--- src/rtl/wtick_pkg.sv ---
// Package: constants shared by the watch-clock timer and its bench.
// Assumes the command bit sits directly above the period field.
package wtick_pkg;
    localparam int DEF_PRE_W    = 14;   // prescaler stages (2^14 divide)
    localparam int DEF_CNT_W    = 7;    // counter and period width
    localparam int DEF_ADDR_W   = 8;    // bus address width
    localparam logic [7:0] DEF_REG_ADDR = 8'h2C;
endpackage

--- src/rtl/wtick_prescale.sv ---
// Module: free-running binary prescaler. Emits a one-cycle tick on the
// enabled cycle that completes 2^PRE_W enabled cycles. Assumes PRE_W >= 1.
module wtick_prescale #(
    parameter int PRE_W = 14
) (
    input  logic clk,
    input  logic rst_n,
    input  logic step,
    input  logic restart,
    output logic tick
);
    logic [PRE_W-1:0] pre_q;

    // Count enabled cycles; a restart returns to the start of an interval.
    always_ff @(posedge clk) begin
        if (!rst_n)        pre_q <= '0;
        else if (restart)  pre_q <= '0;
        else if (step)     pre_q <= pre_q + 1'b1;
    end

    // Tick on the last enabled cycle of each interval.
    assign tick = step && !restart && (pre_q == {PRE_W{1'b1}});

    // ticks are never back to back, since each one needs 2^PRE_W steps.
    p_tick_spacing_r3: assert property (@(posedge clk) disable iff (!rst_n)
        tick |=> !tick);
endmodule

--- src/rtl/wtick_regif.sv ---
// Module: shared-address register interface. A read returns the counter, and
// a write loads the period or issues a one-shot clear that also wipes the
// period. Assumes a single register location at REG_ADDR.
module wtick_regif #(
    parameter int              CNT_W      = 7,
    parameter int              ADDR_W     = 8,
    parameter logic [ADDR_W-1:0] REG_ADDR = 8'h2C,
    parameter logic [CNT_W-1:0]  PERIOD_RST = {CNT_W{1'b1}}
) (
    input  logic              clk,
    input  logic              rst_n,
    input  logic [ADDR_W-1:0] addr,
    input  logic              wr_en,
    input  logic              rd_en,
    input  logic [CNT_W:0]    wdata,
    input  logic [CNT_W-1:0]  cnt,
    output logic [CNT_W-1:0]  period,
    output logic              clr_pulse,
    output logic [CNT_W:0]    rdata
);
    logic hit;
    logic wr_hit;

    assign hit       = (addr == REG_ADDR);
    assign wr_hit    = wr_en && hit;
    // The clear command lives only in the cycle of the write (self-clearing).
    assign clr_pulse = wr_hit && wdata[CNT_W];

    // Period register: load on write; a clear command wipes it.
    always_ff @(posedge clk) begin
        if (!rst_n)          period <= PERIOD_RST;
        else if (clr_pulse)  period <= '0;
        else if (wr_hit)     period <= wdata[CNT_W-1:0];
    end

    // Read mux: live counter with top bit zero, otherwise zero.
    assign rdata = (rd_en && hit) ? {1'b0, cnt} : '0;

    p_clr_wipe_r6: assert property (@(posedge clk) disable iff (!rst_n)
        clr_pulse |=> (period == '0));
    p_load_r5: assert property (@(posedge clk) disable iff (!rst_n)
        (wr_hit && !wdata[CNT_W]) |=> (period == $past(wdata[CNT_W-1:0])));
    p_keep_r9: assert property (@(posedge clk) disable iff (!rst_n)
        !wr_hit |=> $stable(period));
endmodule

--- src/rtl/wtick_count.sv ---
// Module: period counter. Advances on each prescaler tick, wraps to zero on a
// match with the period and pulses the interrupt for one cycle. A clear
// takes priority over a tick.
module wtick_count #(
    parameter int CNT_W = 7
) (
    input  logic             clk,
    input  logic             rst_n,
    input  logic             tick,
    input  logic             clear,
    input  logic [CNT_W-1:0] period,
    output logic [CNT_W-1:0] cnt,
    output logic             irq
);
    logic match;
    assign match = (cnt == period);

    // Counter and interrupt register: step, wrap on match, or clear.
    always_ff @(posedge clk) begin
        if (!rst_n) begin
            cnt <= '0;
            irq <= 1'b0;
        end else begin
            irq <= 1'b0;
            if (clear) begin
                cnt <= '0;
            end else if (tick) begin
                if (match) begin
                    cnt <= '0;
                    irq <= 1'b1;
                end else begin
                    cnt <= cnt + 1'b1;
                end
            end
        end
    end

    p_irq_pulse_r4: assert property (@(posedge clk) disable iff (!rst_n)
        irq |=> !irq);
    p_irq_wrapped_r4: assert property (@(posedge clk) disable iff (!rst_n)
        irq |-> (cnt == '0));
    p_hold_r3: assert property (@(posedge clk) disable iff (!rst_n)
        (!tick && !clear) |=> $stable(cnt));
    p_step_r10: assert property (@(posedge clk) disable iff (!rst_n)
        (tick && !clear && !match) |=> (cnt == CNT_W'($past(cnt) + 1'b1)));
endmodule

--- src/rtl/wtick_timer.sv ---
// Module: watch-clock periodic interrupt timer (top). Combines the prescaler,
// the shared-address register interface and the period counter.
// Assumes wck_en is a one-cycle enable synchronous to clk.
module wtick_timer
    import wtick_pkg::*;
#(
    parameter int                PRE_W    = DEF_PRE_W,
    parameter int                CNT_W    = DEF_CNT_W,
    parameter int                ADDR_W   = DEF_ADDR_W,
    parameter logic [ADDR_W-1:0] REG_ADDR = ADDR_W'(DEF_REG_ADDR)
) (
    input  logic              clk,
    input  logic              rst_n,
    input  logic              wck_en,
    input  logic              run_en,
    input  logic [ADDR_W-1:0] addr,
    input  logic              wr_en,
    input  logic              rd_en,
    input  logic [CNT_W:0]    wdata,
    output logic [CNT_W:0]    rdata,
    output logic              irq
);
    localparam logic [CNT_W-1:0] PERIOD_RST = {CNT_W{1'b1}};

    logic             step;
    logic             tick;
    logic             clr_pulse;
    logic [CNT_W-1:0] period;
    logic [CNT_W-1:0] cnt;

    assign step = wck_en && run_en;

    wtick_prescale #(.PRE_W(PRE_W)) u_pre (
        .clk     (clk),
        .rst_n   (rst_n),
        .step    (step),
        .restart (clr_pulse),
        .tick    (tick)
    );

    wtick_regif #(
        .CNT_W      (CNT_W),
        .ADDR_W     (ADDR_W),
        .REG_ADDR   (REG_ADDR),
        .PERIOD_RST (PERIOD_RST)
    ) u_reg (
        .clk       (clk),
        .rst_n     (rst_n),
        .addr      (addr),
        .wr_en     (wr_en),
        .rd_en     (rd_en),
        .wdata     (wdata),
        .cnt       (cnt),
        .period    (period),
        .clr_pulse (clr_pulse),
        .rdata     (rdata)
    );

    wtick_count #(.CNT_W(CNT_W)) u_cnt (
        .clk    (clk),
        .rst_n  (rst_n),
        .tick   (tick),
        .clear  (clr_pulse),
        .period (period),
        .cnt    (cnt),
        .irq    (irq)
    );

    p_clear_r6: assert property (@(posedge clk) disable iff (!rst_n)
        clr_pulse |=> (cnt == '0) && !irq);
    p_freeze_r8: assert property (@(posedge clk) disable iff (!rst_n)
        (!run_en && !clr_pulse) |=> $stable(cnt) && !irq);
    p_read_clean_r9: assert property (@(posedge clk) disable iff (!rst_n)
        (rd_en && !wr_en && !tick) |=> $stable(cnt) && $stable(period));
endmodule

--- config.mk ---
export PLATFORM = sky130hd
export DESIGN_NAME = wtick_timer
export DESIGN_NICKNAME = d
export VERILOG_FILES = /design/src/rtl/wtick_pkg.sv /design/src/rtl/wtick_prescale.sv /design/src/rtl/wtick_regif.sv /design/src/rtl/wtick_count.sv /design/src/rtl/wtick_timer.sv
export SDC_FILE = /design/constraint.sdc
export NUM_CORES = 1
export LEC_CHECK = 0
export ABC_CLOCK_PERIOD_IN_PS = 1800
export BUFFER_PORTS_ARGS = -buffer_cell sky130_fd_sc_hd__buf_2
export CAP_MARGIN = 5
export CORE_UTILIZATION = 47
export DETAILED_ROUTE_END_ITERATION = 8
export GPL_TIMING_DRIVEN = 0
export PLACE_DENSITY = 0.75
export SLEW_MARGIN = 20
export SYNTH_ARGS = -nofsm -noshare
export SYNTH_HDL_FRONTEND = slang
export SYNTH_SLANG_ARGS = --single-unit
export TNS_END_PERCENT = 10
--- constraint.sdc ---
create_clock -name clk -period 1.8 [get_ports clk]
set_input_delay 0 -clock clk [delete_from_list [all_inputs] [get_ports clk]]
set_output_delay 0 -clock clk [all_outputs]
set_load 0.02 [all_outputs]
# == Word-level counts from Yosys, hierarchy flattened ==
# Cells that the tools add are included.
# classes
bitwise,2
eq_ne,3
reduce_logical,10
n_mux,5
add_sub_neg,2
# op_table
cell,count
7-bit 2-to-1 mux,4
"14-bit by 1-bit adder with 14-bit output, second input constant",1
"14-bit equality test, second input constant",1
"8-bit by 6-bit equality test with 1-bit output, second input constant",1
"7-bit by 1-bit adder with 7-bit output, second input constant",1
7-bit equality test,1
1-bit logical AND,6
3-bit OR reduction,1
1-bit inverter,2
2-bit nonzero test,1
2-bit OR reduction,1
1-bit zero test,1
1-bit 2-to-1 mux,1
# word_totals
register_bits,29
out_inout_bits,9
inputBits,22

# == Logic depth before layout (Yosys ltp) ==
# Gate-level depths: netlist of the first run.
# depth
ltp_word,8
ltp_mapped,6

# == By module ==
# Synthesis of the first run repeated with hierarchy kept, for this count alone.
# hier_totals
hier_cells,165
area_unflattened_um2,1490.2
# modules_own_cells
module,cells_per_inst,area_each_um2,seq_area_each_um2,instances
wtick_prescale,71,660.6,280.3,1
wtick_count,48,432.9,160.2,1
wtick_regif,45,390.4,140.1,1
wtick_timer,1,6.3,0.0,1

# == Worst setup path before layout of the first run ==
# OpenSTA, ideal clock, no wires.
# synth_path
path_kind,register to register
startpoint,register u_pre.pre_q[0]
endpoint,register u_cnt.cnt[5]
setup_slack_ps,70
stages_incl_launch_ff,7
period_less_slack_ps,1730
t_arrival_ps,1659
n_path_buf,0
setup_time_ps,72
cell_sequence,dfxtp_1 ha_1 nand4_2 nor2_4 nand4_4 or4b_1 mux2i_1
# synth_between
elab_chain_cells,2
# synth_lines
element,line,source
start: declaration,wtick_prescale.sv:12,logic [PRE_W-1:0] pre_q;
start signal: assignment,wtick_prescale.sv:18,else if (step) pre_q <= pre_q + 1'b1;
14-bit equality test,wtick_prescale.sv:22,assign tick = step && !restart && (pre_q == {PRE_W{1'b1}});
1-bit logical AND,wtick_prescale.sv:22,
end signal: assignment,wtick_count.sv:32,cnt <= cnt + 1'b1;
end: declaration,wtick_count.sv:12,"output logic [CNT_W-1:0] cnt,"
# No other way between the ends.
# A chain may end at the register's enable or synchronous reset.

# == Final worst setup path of the first run ==
# Same ends and word-level chain as after synthesis.

==> flow_summary.ini, run 1 <==
[outcome]
status = completed

[logic_synthesis]
ys_seq_elements = 29
synth_compound_area_share_pct = 11.0
synth_top_family_by_area = simple AND/OR/NAND/NOR gates
synthArstFlopShare_pct = 0
synth_edf_count = 0
synth_xor_area_share_pct = 11.6
yosysWarningCount = 0
syn_area_per_cell_um2 = 9.07
syn_inst = 167
yosys.area.top_type = dfxtp_1
syn_area_um2 = 1510
synth_fp_nets = 191
synth.area.top_cells = dfxtp_1 (38%), xor2_1 (9.3%), and3_1 (5.0%), nand2_1 (4.0%), nor2_1 (3.7%)
post_synth_fa_ha_maj_area_fraction_pct = 1.65
synthMuxAreaShare_pct = 1.98
ys.flop_type = dfxtp_1
synth_simple_gate_area_share_pct = 30.8
synth_cell_type_count = 41
yosysTopAreaCellShare_pct = 38.3
ys_seq_area_share_pct = 38.3

[cells_and_area]
fillers = 263
final_cell_area_um2 = 1910
final-seq-area_um2 = 583
layout_common_cells = buf_2 (31), dfxtp_1 (27), xor2_1 (16)
multi_input_area_um2 = 906
drive_above_1_share_pct = 28.2
nets = 236
final_util_pct = 62.7
area_growth_syn_to_layout_pct = 26.4
n_antenna_cell = 0
final_common_cell = buf_2

[min_path]
min_delay_path_depth = 2
hold_path_class = primary input to flip-flop
hp-start = wdata[7]
holdPathEnd = u_reg.period[4]

[pwr]
p_sw_mw = 0.275
peakVddDrop_mv = 0.370
combPwrFrac_pct = 7.3
leakage_nw = 0.859
p_clk_share_pct = 38.1
pwr_density_cell_nw_per_um2 = 622
seqPwrFrac_pct = 54.5
p_int_mw = 0.916
swShare_pct = 23.1

[placed_design]
port_buffers = 29
dp_slack_ns = -0.0866
place.gp.congestion = 0.832
dp_hpwl_um = 2370
place_area_um2 = 1710

[floorplan]
dieWidth_um = 58.8
start_util_pct = 49.6
fp.dieH_um = 58.8
floorplan.die_area_um2 = 3450
coreArea_um2 = 3050
num_rows = 20
ios = 31

[clock_tree]
clk_pin_slew_ns = 0.09
cts_root_buf = clkbuf_4
clock-sinks = 29
clk_latency_ns = 0.33
cts_tree = built
clock_path_buffers = 2
numCtsBuffers = 5
htree_levels = 2

[routing]
drt_wl_total_um = 3280
vias_per_cell = 5.23
dr.pass1.iters = 4
drc = 0
vias = 1345
antenna_left = 0
drt-wirelength-per-cell_um = 12.8
drt_iter0_drc = 73

[worst_setup_path]
r2r_slack_ns = 0.11
worstReg2RegStart = u_pre.pre_q[0]
r2r_cells = 6
cp-start-kind = flip-flop
worst_setup_path_end_kind = flip-flop
cpPeakStageDelay_ns = 0.54
crit_chain = ha_4 -> nand4_4 -> nor2_4 -> nand4_4 -> or4b_1 -> mux2i_1
arrival_ns = 1.96
path_class = flip-flop to flip-flop
critPathMaxFanout = 7
required_ns = 2.07
crit_path_top_delay_cell = or4b_1
crit_top_cell = nand4_4
reg2reg_to = u_cnt.cnt[5]

[global_routing]
grt_pass1_vias = 1326
antenna_found_initial = 0
grt_pass1_wl_um = 5380
gr-total-overflow = 0
track_usage_pct = 20.9
grt_max_degree = 11

[timing]
maxSlewHeadroom_pct = 64.3
period_share_pct = 93.9
slew_viol_final = 0
tns_ns = 0
hold_viol = 0
fin_skew_ns = 0.0115
layout_setup_ws_ns = 0.110
worst_pin_slew_ns = 0.531
min_period_ns = 1.69
holdWs_ns = 0.0288
setup_viol = 0
fmax_ghz = 0.592

[flow_run]
drv_cap = 0
## metrics by stage
step,power [mW],cells
floorplan,0.700,167
finish,1.19,257
global route,1.24,257
global placement,0.733,240
detailed placement,0.736,240
CTS,1.19,256
## what timing repair did
item / 4_1_cts / 5_1_grt
pin swaps: 1 / 0
hold buffers: 7 / 1
buffers inserted: 1 / 0
endpoints found under the hold margin: 7 / 1
setup endpoints to repair: 7 / 5
gates resized for setup: 2 / 6
## cells in the mapped netlist, types with 3 or more instances
| cell type | count |
|---|---|
| inv_1 | 7 |
| and3_1 | 12 |
| nand2_1 | 16 |
| xnor2_1 | 4 |
| nor3_1 | 3 |
| o311ai_1 | 3 |
| dfxtp_1 | 29 |
| xor2_1 | 16 |
| o311ai_0 | 4 |
| mux2i_1 | 3 |
| nand4_1 | 7 |
| nand3_1 | 7 |
| a21oi_1 | 4 |
| nor2_1 | 15 |
## logic make-up after synthesis
kind of cell | count (synthesis)
AO/OA/AOI/OAI | 22
XOR/XNOR | 20
adder cells (fa/ha/maj) | 2
buffers and inverters | 13
flip-flops | 29
multiplexers | 3
other | 1
AND/OR/NAND/NOR | 77
## metal layers
layer,part of all wire [%],GRT usage [%]
met1,43,22.8
met2,52,35.6
met3,2.7,5.27
met4,2.7,13.9
met5,0,0
## power groups by stage
stage	clock [mW]	sequential (mW)	combinational, mW
6_report	0.454	0.649	0.0873
5_1_grt	0.495	0.650	0.0957
4_1_cts	0.462	0.647	0.0848
3_5_place_dp	0	0.662	0.0744
2_1_floorplan	0	0.662	0.0382
3_3_place_gp	0	0.662	0.0712
## registers in the layout, summed over array words and instances (netlist names)
name,count
u_cnt.irq,1
u_cnt.cnt,7
u_pre.pre_q,14
u_reg.period,7
## worst max-delay path: cells and delay by family, from the launching register on
kind	cells	cell delay [ns]
and+or+nand+nor	4	0.97
DFF	1	0.38
adders and majority gates	1	0.16
muxes	1	0.12
## layout make-up
cell class | count | share of cell area [%]
multi-input combinational | 125 | 47.4
sequential | 29 | 30.5
timing repair buffer | 38 | 12.2
clock buffer | 7 | 3.40
tap | 44 | 2.88
buffer | 6 | 2.09
inverter | 7 | 1.37
clock inverter | 1 | 0.262
## worst max-delay path by stage
stage | to | cells past startpoint | slack [ns] | from
finish | u_cnt.cnt[5] | 6 | 0.11 | u_pre.pre_q[0]
global route | u_cnt.cnt[5] | 6 | -0.02 | u_pre.pre_q[0]
global placement | u_cnt.cnt[6] | 5 | -0.04 | u_cnt.cnt[4]
CTS | u_cnt.cnt[5] | 6 | 0.004 | u_pre.pre_q[0]
floorplan | u_cnt.cnt[5] | 6 | 0.07 | u_pre.pre_q[0]
detailed placement | u_cnt.cnt[5] | 6 | -0.09 | u_pre.pre_q[0]
No activity file was read; power rests on OpenSTA's default activity.
==> run 2: changes to the inputs <==
- MAX_ROUTING_LAYER: not set -> met4
==> run 2 against run 1 <==
Compared with the run above: core utilization is the same; critical path depth is the same; die area stayed put; global-route usage up 0.82 points; sequential share of layout area stayed put; critical endpoint unchanged; largest cell class unchanged.
==> flow_summary.ini, run 2 (synthesis gave the netlist of run 1 again) <==
[outcome]
status = completed

[global_routing]
grt_pass1_vias = 1328
grt_pass1_wl_um = 5410
grt_max_degree = 11
gr-total-overflow = 0
antenna_found_initial = 0
track_usage_pct = 21.7

[flow_run]
drv_cap = 0

[worst_setup_path]
crit_top_cell = nand4_4
crit_chain = ha_4 -> nand4_4 -> nor2_4 -> nand4_4 -> or4b_1 -> mux2i_1
startpoint = u_pre.pre_q[0]
cpPeakStageDelay_ns = 0.54
path_buf_inv = 0
r2r_cells = 6
worst_setup_path_end_kind = flip-flop
crit_path_top_delay_cell = or4b_1
required_ns = 2.07
worstReg2RegStart = u_pre.pre_q[0]
cp_top_family = simple AND/OR/NAND/NOR gates
cp-start-kind = flip-flop
arrival_ns = 1.96
path_class = flip-flop to flip-flop
critPathMaxFanout = 7
path_depth = 6

[clock_tree]
clock-sinks = 29
clk_latency_ns = 0.33
clk_pin_slew_ns = 0.09
cts_root_buf = clkbuf_4
clock_path_buffers = 2
numCtsBuffers = 5
cts_tree = built
htree_levels = 2

[timing]
worst_pin_slew_ns = 0.527
setup_viol = 0
holdWs_ns = 0.0328
fin_skew_ns = 0.0112
period_share_pct = 94.0
layout_setup_ws_ns = 0.108
tns_ns = 0
min_period_ns = 1.69
slew_viol_final = 0
hold_viol = 0
fmax_ghz = 0.591
maxSlewHeadroom_pct = 64.6

[cells_and_area]
drive_above_1_share_pct = 28.2
area_growth_syn_to_layout_pct = 26.4
final_cell_area_um2 = 1910
nets = 236
fillers = 263
final_common_cell = buf_2
largest_register_ff_count = 14
layout_common_cells = buf_2 (31), dfxtp_1 (27), xor2_1 (16)
reg_top3 = u_pre.pre_q x14, u_cnt.cnt x7, u_reg.period x7
top_register = u_pre.pre_q
n_antenna_cell = 0

[routing]
drt_wl_total_um = 3280
dr.pass1.iters = 4
antenna_left = 0
drt_iter0_drc = 57
vias_per_cell = 5.23
vias = 1345
drt-wirelength-per-cell_um = 12.8
drc = 0

[floorplan]
fp.dieH_um = 58.8
coreArea_um2 = 3050
dieWidth_um = 58.8
floorplan.die_area_um2 = 3450
start_util_pct = 49.6
ios = 31
num_rows = 20

[pwr]
p_sw_mw = 0.274
peakVddDrop_mv = 0.370
swShare_pct = 23.0
p_int_mw = 0.916
pwr_density_cell_nw_per_um2 = 622
combPwrFrac_pct = 7.3
seqPwrFrac_pct = 54.6
p_clk_share_pct = 38.1
leakage_nw = 0.859

[placed_design]
dp_slack_ns = -0.0866
place_area_um2 = 1710
port_buffers = 29
place.gp.congestion = 0.844
dp_hpwl_um = 2370

[min_path]
hp-start = wdata[7]
min_delay_path_depth = 2
hold_path_class = primary input to flip-flop
run 2: cell counts in the layout (fill, tap and decap cells not counted):
Identical to the previous run, type by type.
run 2: power by group through the flow:
stage	combinational [mW]	clock, mW	sequential (mW)
final	0.0874	0.453	0.649
after global routing	0.0957	0.500	0.650
after CTS	0.0848	0.462	0.647
after detailed placement	0.0744	0	0.662
after global placement	0.0712	0	0.662
after floorplan	0.0382	0	0.662
run 2: final cells by class:
cell class | count | area, um2 | share of cell area (%)
buffer | 6 | 40.0 | 2.09
timing repair buffer | 38 | 233 | 12.2
tap | 44 | 55.1 | 2.88
inverter | 7 | 26.3 | 1.37
multi-input combinational | 125 | 906 | 47.4
clock inverter | 1 | 5.00 | 0.262
clock buffer | 7 | 65.1 | 3.40
sequential | 29 | 583 | 30.5
run 2: worst paths after layout:
path	slack, ns	to
setup reg to reg	0.11	u_cnt.cnt[5]
hold reg to reg	0.51	u_cnt.cnt[6]
setup / recovery	0.11	u_cnt.cnt[5]
hold / removal	0.03	u_reg.period[4]
run 2: repair_timing:
action | 4_1_cts | 5_1_grt
hold endpoints to repair | 7 | 1
buffers inserted | 1 | 0
pin swaps | 1 | 0
resized for setup | 2 | 6
hold buffers | 7 | 1
setup endpoints to repair | 7 | 5
run 2: metrics by stage:
stage	utilization, %	total power [mW]	instances
2_1_floorplan	-	0.700	167
3_3_place_gp	56.1	0.733	240
3_5_place_dp	56.1	0.736	240
4_1_cts	61.5	1.19	256
5_1_grt	62.7	1.25	257
6_report	62.7	1.19	257
run 2: worst reg2reg max path, delay by kind of cell, from the launching register on:
kind / cells / cell delay (ns)
multiplexers: 1 / 0.12
AND/OR/NAND/NOR: 4 / 0.97
flip-flops: 1 / 0.38
adder cells (fa/ha/maj): 1 / 0.16
run 2: routing by layer:
layer / vias to the layer above / global-route usage [%] / wire length (um)
met2: 23 / 35.6 / 1710
met5: - / - / 0
met3: 10 / 5.93 / 86
met4: 0 / 13.9 / 78
li1: 689 / - / -
met1: 623 / 22.9 / 1400
